<file path="config.mk">
export PLATFORM = sky130hd
export DESIGN_NAME = iter_mul
export DESIGN_NICKNAME = d
export VERILOG_FILES = /design/src/rtl/iter_mul_pkg.sv /design/src/rtl/iter_mul_datapath.sv /design/src/rtl/iter_mul_ctrl.sv /design/src/rtl/iter_mul.sv
export SDC_FILE = /design/constraint.sdc
export NUM_CORES = 1
export LEC_CHECK = 0
export BUFFER_PORTS_ARGS = -buffer_cell sky130_fd_sc_hd__buf_2
export CAP_MARGIN = 0
export CORE_MARGIN = 3
export CORE_UTILIZATION = 40
export CTS_BUF_LIST = sky130_fd_sc_hd__clkbuf_16
export DETAILED_ROUTE_END_ITERATION = 7
export GPL_TIMING_DRIVEN = 0
export PLACE_DENSITY = 0.68
export SETUP_SLACK_MARGIN = 0.05
export SLEW_MARGIN = 25
export SYNTH_ARGS = -nofsm -noshare
export SYNTH_HDL_FRONTEND = slang
export SYNTH_SLANG_ARGS = --single-unit
</file>
<file path="constraint.sdc">
create_clock -name clk -period 13.02 [get_ports clk]
set_input_delay 0.651 -clock clk [delete_from_list [all_inputs] [get_ports clk]]
set_output_delay 0.651 -clock clk [all_outputs]
set_load 0.01 [all_outputs]
</file>
<file path="src/rtl/iter_mul_pkg.sv">
package iter_mul_pkg;

  typedef enum logic {
    ST_IDLE = 1'b0,
    ST_RUN  = 1'b1
  } mulState_t;

  // strobes from control to datapath
  typedef struct packed {
    logic load;  // capture operands, clear accumulator
    logic step;  // consume one multiplier digit
    logic last;  // final digit: apply sign correction, update flags
  } mulCtl_t;

endpackage

</file>
<file path="src/rtl/iter_mul_datapath.sv">
module iter_mul_datapath
  import iter_mul_pkg::*;
#(
  parameter int W     = 32,
  parameter int DIGIT = 8,
  parameter int STEPS = W / DIGIT,
  parameter int CW    = $clog2(STEPS + 1)
) (
  input  logic          clk,
  input  logic          rst_n,
  input  mulCtl_t       ctl,
  input  logic [W-1:0]  multiplicandIn,
  input  logic [W-1:0]  multiplierIn,
  input  logic          carryIn,
  input  logic          ovfIn,
  output logic [CW-1:0] stepsNeeded,
  output logic [W-1:0]  product,
  output logic          flagN,
  output logic          flagZ,
  output logic          carryOut,
  output logic          ovfOut,
  output logic [CW-1:0] arrayCycles
);

  logic [W-1:0]     mcand;
  logic [W-1:0]     mplier;
  logic             fillOnes;
  logic [W-1:0]     acc;
  logic [W-1:0]     magnitude;
  logic [DIGIT-1:0] digit;
  logic [W-1:0]     partial;
  logic [W-1:0]     correction;
  logic [W-1:0]     accNext;

  // cycle count: smallest k whose upper bits are pure sign fill
  always_comb begin
    magnitude   = multiplierIn[W-1] ? ~multiplierIn : multiplierIn;
    stepsNeeded = CW'(STEPS);
    for (int k = STEPS - 1; k >= 1; k--) begin
      if ((magnitude >> (DIGIT * k)) == '0) stepsNeeded = CW'(k);
    end
  end

  // one digit per cycle; the last digit carries the sign fill as weight -2^DIGIT
  always_comb begin
    digit      = mplier[DIGIT-1:0];
    partial    = W'(mcand * W'(digit));
    correction = (ctl.last && fillOnes) ? (mcand << DIGIT) : '0;
    accNext    = acc + partial - correction;
  end

  always_ff @(posedge clk) begin
    if (!rst_n) begin
      mcand       <= '0;
      mplier      <= '0;
      fillOnes    <= 1'b0;
      acc         <= '0;
      flagN       <= 1'b0;
      flagZ       <= 1'b0;
      carryOut    <= 1'b0;
      ovfOut      <= 1'b0;
      arrayCycles <= '0;
    end else if (ctl.load) begin
      mcand       <= multiplicandIn;
      mplier      <= multiplierIn;
      fillOnes    <= multiplierIn[W-1];
      acc         <= '0;
      carryOut    <= carryIn;
      ovfOut      <= ovfIn;
      arrayCycles <= stepsNeeded;
    end else if (ctl.step) begin
      acc    <= accNext;
      mcand  <= mcand << DIGIT;
      mplier <= mplier >> DIGIT;
      if (ctl.last) begin
        flagN <= accNext[W-1];
        flagZ <= (accNext == '0);
      end
    end
  end

  assign product = acc;

endmodule

</file>
<file path="src/rtl/iter_mul_ctrl.sv">
module iter_mul_ctrl
  import iter_mul_pkg::*;
#(
  parameter int CW = 3
) (
  input  logic          clk,
  input  logic          rst_n,
  input  logic          start,
  input  logic [CW-1:0] stepsNeeded,
  output mulCtl_t       ctl,
  output logic          busy,
  output logic          done
);

  mulState_t     state;
  logic [CW-1:0] remaining;

  always_comb begin
    ctl.load = (state == ST_IDLE) && start;
    ctl.step = (state == ST_RUN);
    ctl.last = (state == ST_RUN) && (remaining == CW'(1));
  end

  always_ff @(posedge clk) begin
    if (!rst_n) begin
      state     <= ST_IDLE;
      remaining <= '0;
      done      <= 1'b0;
    end else begin
      done <= 1'b0;
      if (ctl.load) begin
        state     <= ST_RUN;
        remaining <= stepsNeeded;
      end else if (ctl.step) begin
        remaining <= remaining - CW'(1);
        if (ctl.last) begin
          state <= ST_IDLE;
          done  <= 1'b1;
        end
      end
    end
  end

  assign busy = (state == ST_RUN);

endmodule

</file>
<file path="src/rtl/iter_mul.sv">
module iter_mul
  import iter_mul_pkg::*;
#(
  parameter int W     = 32,
  parameter int DIGIT = 8,
  localparam int STEPS = W / DIGIT,
  localparam int CW    = $clog2(STEPS + 1)
) (
  input  logic          clk,
  input  logic          rst_n,
  input  logic          start,
  input  logic [W-1:0]  multiplicand,
  input  logic [W-1:0]  multiplier,
  input  logic          carryIn,
  input  logic          ovfIn,
  output logic          busy,
  output logic          done,
  output logic [W-1:0]  product,
  output logic          flagN,
  output logic          flagZ,
  output logic          carryOut,
  output logic          ovfOut,
  output logic [CW-1:0] arrayCycles
);

  mulCtl_t       ctl;
  logic [CW-1:0] stepsNeeded;

  iter_mul_ctrl #(.CW(CW)) u_ctrl (
    .clk         (clk),
    .rst_n       (rst_n),
    .start       (start),
    .stepsNeeded (stepsNeeded),
    .ctl         (ctl),
    .busy        (busy),
    .done        (done)
  );

  iter_mul_datapath #(.W(W), .DIGIT(DIGIT), .STEPS(STEPS), .CW(CW)) u_dp (
    .clk            (clk),
    .rst_n          (rst_n),
    .ctl            (ctl),
    .multiplicandIn (multiplicand),
    .multiplierIn   (multiplier),
    .carryIn        (carryIn),
    .ovfIn          (ovfIn),
    .stepsNeeded    (stepsNeeded),
    .product        (product),
    .flagN          (flagN),
    .flagZ          (flagZ),
    .carryOut       (carryOut),
    .ovfOut         (ovfOut),
    .arrayCycles    (arrayCycles)
  );

endmodule

</file>
==> flow_metrics.tcl, run 1 <==
set metrics [dict create \
    postCtsResizedCells 0 \
    timing.final.crit_share_pct 63.4 \
    post-synth-top-count-cell "inv_1" \
    antenna_found_initial 0 \
    max-slew-margin-rel_pct 34.1 \
    switching_share_pct 52.0 \
    dpl_worst_slack_ns 4.93 \
    rsz0062_at_grt "no" \
    hold_buffers 0 \
    synth.distinct_cells 61 \
    drtIter0Drc 615 \
    portBuffers 106 \
    ir_drop_uv 89.0 \
    cts.sinks 109 \
    min_to "u_dp.arrayCycles[0]" \
    synth_nets 1871 \
    synth_top_area_cell "fa_1" \
    synthArstFlopShare_pct 0 \
    finalWirelength_um 36900 \
    antenna_cells 0 \
    post-dp-hpwl_um 29900 \
    die_area_sq_um 35400 \
    grt_pass1_vias 11100 \
    combPwrFrac_pct 71.8 \
    clockPowerShare_pct 11.9 \
    synth_top_area_share_pct 31.7 \
    clock-skew-final_ns 0.0235 \
    routedWlPerCell_um 17.5 \
    r2r_start "u_ctrl.busy" \
    ys_warn_count 0 \
    powerDensity_nw_per_um2 181 \
    cts_setup_buffers 0 \
    io_pins 110 \
    setup_viol 0 \
    cp-start-kind "flop" \
    syn_area_sq_um 13300 \
    cp_data_arrival_time_ns 8.55 \
    numCtsBuffers 9 \
    cp.required_ns 13.31 \
    tns_ns 0 \
    rows 66 \
    grt_first_pass_wirelength_um 59700 \
    ys_seq_elements 109 \
    cap_violations 0 \
    synth-main-ff-cell "dfxtp_1" \
    ff2ff_path_depth 27 \
    grt.overflow.total 0 \
    die_w_um 188 \
    drt-met1-wl_um 16600 \
    fin_nets 1988 \
    cp_max_fo 10 \
    yosysSeqAreaShare_pct 16.5 \
    fill_cells 3190 \
    route.met2.wl_um 17200 \
    drive_above_1_share_pct 8.27 \
    synth_area_per_cell_sq_um 8.57 \
    ys_top_cells_by_count "inv_1 (322), nand2_1 (215), fa_1 (210), and2_1 (138), dfxtp_1 (109)" \
    end_kind "flop" \
    hp-class "flop to flop" \
    htree_levels 3 \
    die_y_um 188 \
    core_area_sq_um 32600 \
    hold_viol_final 0 \
    num_vias 10800 \
    p_int_uw 1280 \
    clk_latency_ns 0.38 \
    p_sw_uw 1380 \
    wl_met3_um 2390 \
    cts_tree "built" \
    hold_depth 2 \
    regToRegEndpoint "u_dp.flagZ" \
    detail-route-antenna-nets 0 \
    max_freq_mhz 121 \
    hp-start "u_dp.arrayCycles[0]" \
    status "finished, final reports clean" \
    synth_cells 1547 \
    p_leak_uw 0.00734 \
    via_per_inst 5.10 \
    worst_slack_ns 4.76 \
    fin_crit_ns 8.26 \
    p_seq_share_pct 16.2 \
    worstMarginPinSlew_ns 0.989 \
    synth_area_leaders "fa_1 (32%), dfxtp_1 (16%), inv_1 (9.1%)" \
    grt_max_degree 25 \
    track_usage_pct 21.2 \
    top_layer "met4" \
    path_class "flop to flop" \
    slew_violations 0 \
    ff2ff_setup_slack_ns 4.76 \
    root_buffer "clkbuf_16" \
    gp_congestion 0.892 \
    cts_max_path_buffers 2 \
    start_util_pct 40.7 \
    syn_to_final_growth_pct 10.7 \
    synth_edf_count 0 \
    p_total_uw 2660 \
    first_pass_iters 5 \
    path_clk_slew_ns 0.10 \
    drc_errors 0 \
]
[metal layers]
layer | vias up | global-route usage, %
met2 | 400 | 35.5
met4 | 0 | 4.88
li1 | 4995 | -
met5 | - | 0
met3 | 56 | 2.39
met1 | 5311 | 29.5
[worst max-delay path, stage by stage (launching register included)]
cell	delay, ns
dfxtp_1	0.36
buf_2	0.24
and3_1	0.19
clkbuf_1	0.52
and2_1	0.24
clkbuf_1	0.50
clkbuf_1	0.53
nand2_1	0.15
fa_1	0.51
inv_1	0.05
fa_1	0.39
fa_1	0.51
inv_1	0.05
fa_1	0.47
inv_1	0.05
fa_1	0.47
inv_1	0.04
ha_1	0.37
a21oi_1	0.23
nor3b_2	0.26
o21ai_1	0.13
a2111oi_2	0.42
o22a_2	0.27
a31oi_1	0.12
xnor2_1	0.52
nor2b_1	0.20
nand4b_1	0.15
o31ai_2	0.21
[cell families (layout without fill, tap and decap cells)]
| kind of cell | count (synthesis) | after routing | share of synthesized area, % |
|---|---|---|---|
| AO/OA/AOI/OAI | 185 | 185 | 10.3 |
| buffers and inverters | 412 | 534 | 11.7 |
| AND/OR/NAND/NOR | 473 | 473 | 17.5 |
| flip-flops | 109 | 109 | 16.5 |
| adder cells (fa/ha/maj) | 255 | 255 | 35.9 |
| multiplexers | 73 | 73 | 5.53 |
| XOR/XNOR | 40 | 40 | 2.64 |
[stage by stage]
step                util, %  cell area, sq um  hold WS, ns  std cells
floorplan                 -             13300        0.441       1547
global placement       44.0             14300        0.447       2095
detailed placement     44.0             14300        0.447       2095
CTS                    45.0             14700        0.463       2111
global route           45.0             14700        0.473       2111
finish                 45.0             14700        0.458       2111
[worst max-delay path by stage]
stage / start / endpoint / cells past startpoint
floorplan: u_ctrl.busy / u_dp.flagZ / 27
global placement: u_ctrl.busy / u_dp.flagZ / 27
detailed placement: u_ctrl.busy / u_dp.flagZ / 27
CTS: u_ctrl.busy / u_dp.flagZ / 27
global route: u_ctrl.busy / u_dp.flagZ / 27
finish: u_ctrl.busy / u_dp.flagZ / 27
[sequential cells by signal (all words and copies together), names as in the netlist, 3 cells and up]
| register | count |
|---|---|
| u_ctrl.remaining | 3 |
| u_dp.mcand | 32 |
| u_dp.mplier | 32 |
| u_dp.product | 32 |
| u_dp.arrayCycles | 3 |
[cell usage in the layout (no fill, tap or decap), types with 35 or more instances in the layout]
cell	Yosys	layout
buf_2	1	107
dfxtp_1	109	109
mux2i_1	71	71
o211a_1	35	35
inv_1	322	322
o21ai_0	38	38
nor2_1	52	52
and2_1	138	138
clkbuf_1	80	80
nand2_1	215	215
ha_1	45	45
fa_1	210	210
[layout make-up]
| cell class | count | area (sq um) | area share (%) |
|---|---|---|---|
| Tap cell | 442 | 553 | 3.77 |
| Clock buffer | 9 | 225 | 1.53 |
| Timing Repair Buffer | 106 | 531 | 3.61 |
| Clock inverter | 7 | 105 | 0.716 |
| Sequential cell | 109 | 2180 | 14.9 |
| Multi-Input combinational cell | 1026 | 9530 | 64.9 |
| Buffer | 90 | 347 | 2.36 |
| Inverter | 322 | 1210 | 8.23 |
[power by group through the flow]
stage | clock network, uW | registers [uW] | logic, uW
2_1_floorplan | 0 | 436 | 1400
3_3_place_gp | 0 | 439 | 1830
3_5_place_dp | 0 | 439 | 1870
4_1_cts | 320 | 431 | 1880
5_1_grt | 333 | 438 | 2140
6_report | 317 | 432 | 1910
No activity file was read; power rests on OpenSTA's default activity.
==> run 2: changes to the inputs <==
==> constraint.sdc (replaced) <==
create_clock -name clk -period 8 [get_ports clk]
set_input_delay 0.4 -clock clk [delete_from_list [all_inputs] [get_ports clk]]
set_output_delay 0.4 -clock clk [all_outputs]
set_load 0.01 [all_outputs]
==> run 2 against run 1 <==
- combinational power up 62%
- sequential share of layout area is essentially flat
- register-to-register slack got worse by 4.4 ns
- die area stayed put
- first-iteration DRC count up 2.9%
- largest cell class unchanged
- clock power grew 64%
- critical path depth decreased by 1
- clock skew grew 0.0013 ns
==> flow_metrics.tcl, run 2 (same netlist as run 1, synthesis figures left out) <==
set metrics [dict create \
    fin_crit_ns 7.63 \
    max-slew-margin-rel_pct 34.6 \
    cts_max_path_buffers 2 \
    clock-skew-final_ns 0.0248 \
    start_util_pct 40.7 \
    grt_pass1_vias 11100 \
    grt_max_degree 25 \
    setup_viol 0 \
    ir_drop_uv 146 \
    endpoint "u_dp.flagZ" \
    die_area_sq_um 35400 \
    worst_slack_ns 0.369 \
    powerDensity_nw_per_um2 295 \
    cp_max_fo 10 \
    rows 66 \
    cts.sinks 109 \
    hold_viol_final 0 \
    layout_common_cells "inv_1 (322), nand2_1 (215), fa_1 (210), and2_1 (138), dfxtp_1 (109)" \
    end_kind "flop" \
    path_clk_slew_ns 0.11 \
    hold_buffers 0 \
    cts_setup_buffers 0 \
    root_buffer "clkbuf_16" \
    hp-class "input pin to flop" \
    worstMarginPinSlew_ns 0.981 \
    ff2ff_path_depth 26 \
    clockPowerShare_pct 12.0 \
    cp-start-kind "flop" \
    status "finished, final reports clean" \
    switching_share_pct 52.0 \
    cp_data_arrival_time_ns 7.93 \
    post-dp-hpwl_um 29900 \
    routedWlPerCell_um 17.5 \
    path_class "flop to flop" \
    final_util_pct 45.0 \
    drc_errors 0 \
    core_area_sq_um 32600 \
    numCtsBuffers 9 \
    syn_to_final_growth_pct 10.7 \
    stdcell_area_sq_um 14700 \
    die_w_um 188 \
    combPwrFrac_pct 71.8 \
    drtIter0Drc 633 \
    grt_first_pass_wirelength_um 59700 \
    postCtsResizedCells 2 \
    layout_commonest_cell "inv_1" \
    finalWirelength_um 36900 \
    cap_violations 0 \
    num_vias 10800 \
    p_seq_share_pct 16.2 \
    slew_violations 0 \
    r2r_start "u_ctrl.busy" \
    p_leak_uw 0.00735 \
    ff2ff_setup_slack_ns 0.37 \
    setup.worst_path.start "u_ctrl.busy" \
    detail-route-antenna-nets 0 \
    io_pins 110 \
    rsz0062_at_grt "no" \
    die_y_um 188 \
    p_sw_uw 2250 \
    first_pass_iters 6 \
    dpl_cell_area_sq_um 14300 \
    timing.final.crit_share_pct 95.4 \
    portBuffers 106 \
    fin_nets 1987 \
    max_freq_mhz 131 \
    htree_levels 3 \
    dpl_worst_slack_ns -0.0883 \
    clk_latency_ns 0.39 \
    via_per_inst 5.12 \
    hp-start "multiplicand[2]" \
    regToRegEndpoint "u_dp.flagZ" \
    hold_depth 2 \
    gp_congestion 0.892 \
    grt.overflow.total 0 \
    antenna_found_initial 0 \
    p_int_uw 2080 \
    antenna_cells 0 \
    cts_tree "built" \
    track_usage_pct 21.2 \
    drive_above_1_share_pct 8.39 \
    cp.required_ns 8.30 \
]
[run 2: through the flow]
stage          total power (uW)  TNS [ns]  cells  hold WS [ns]
4_1_cts                    4290         0   2111         0.227
3_5_place_dp               3760   -0.0927   2095         0.447
3_3_place_gp               3700  -0.00370   2095         0.447
2_1_floorplan              2990         0   1547         0.441
6_report                   4320         0   2110         0.225
5_1_grt                    4740         0   2110         0.230
[run 2: worst min-delay path by stage]
stage | endpoint | slack, ns
2_1_floorplan | u_dp.mcand[0] | 0.44
3_3_place_gp | u_dp.arrayCycles[0] | 0.45
3_5_place_dp | u_dp.arrayCycles[0] | 0.45
4_1_cts | u_dp.mcand[2] | 0.23
5_1_grt | u_dp.mcand[2] | 0.23
6_report | u_dp.mcand[2] | 0.22
[run 2: power by group through the flow]
stage / registers, uW / clock network, uW / logic, uW
finish: 702 / 519 / 3100
global route: 713 / 542 / 3490
CTS: 702 / 521 / 3060
detailed placement: 714 / 0 / 3050
global placement: 714 / 0 / 2980
floorplan: 710 / 0 / 2280
[run 2: area by class of cell]
cell class                      count  area (sq um)
Sequential cell                   109          2180
Clock inverter                      7           105
Tap cell                          442           553
Timing Repair Buffer              106           531
Multi-Input combinational cell   1026          9530
Inverter                          322          1210
Fill cell                        3187         17900
Buffer                             89           345
Clock buffer                        9           225
[run 2: metal layers]
layer  share of wire (%)  vias to the layer above  track usage [%]
met5                   0                        -                0
met4                 2.0                        0             4.88
met3                 6.5                       56             2.26
met2                  47                      400             35.6
met1                  45                     5336             29.6
li1                    -                     5003                -
[run 2: worst max-delay path: stages, from the launching register on]
cell and delay [ns]:
dfxtp_1 0.35, buf_2 0.24, and3_1 0.54, and2_1 0.22, clkbuf_2 0.29, clkbuf_2 0.33
nand2_1 0.12, fa_1 0.51, inv_1 0.05, fa_1 0.39, fa_1 0.51, inv_1 0.05
fa_1 0.47, inv_1 0.05, fa_1 0.47, inv_1 0.04, ha_1 0.36, a21oi_1 0.23
nor3b_2 0.26, o21ai_1 0.13, a2111oi_2 0.41, o22a_2 0.27, a31oi_1 0.12, xnor2_1 0.53
nor2b_1 0.21, nand4b_1 0.16, o31ai_2 0.21
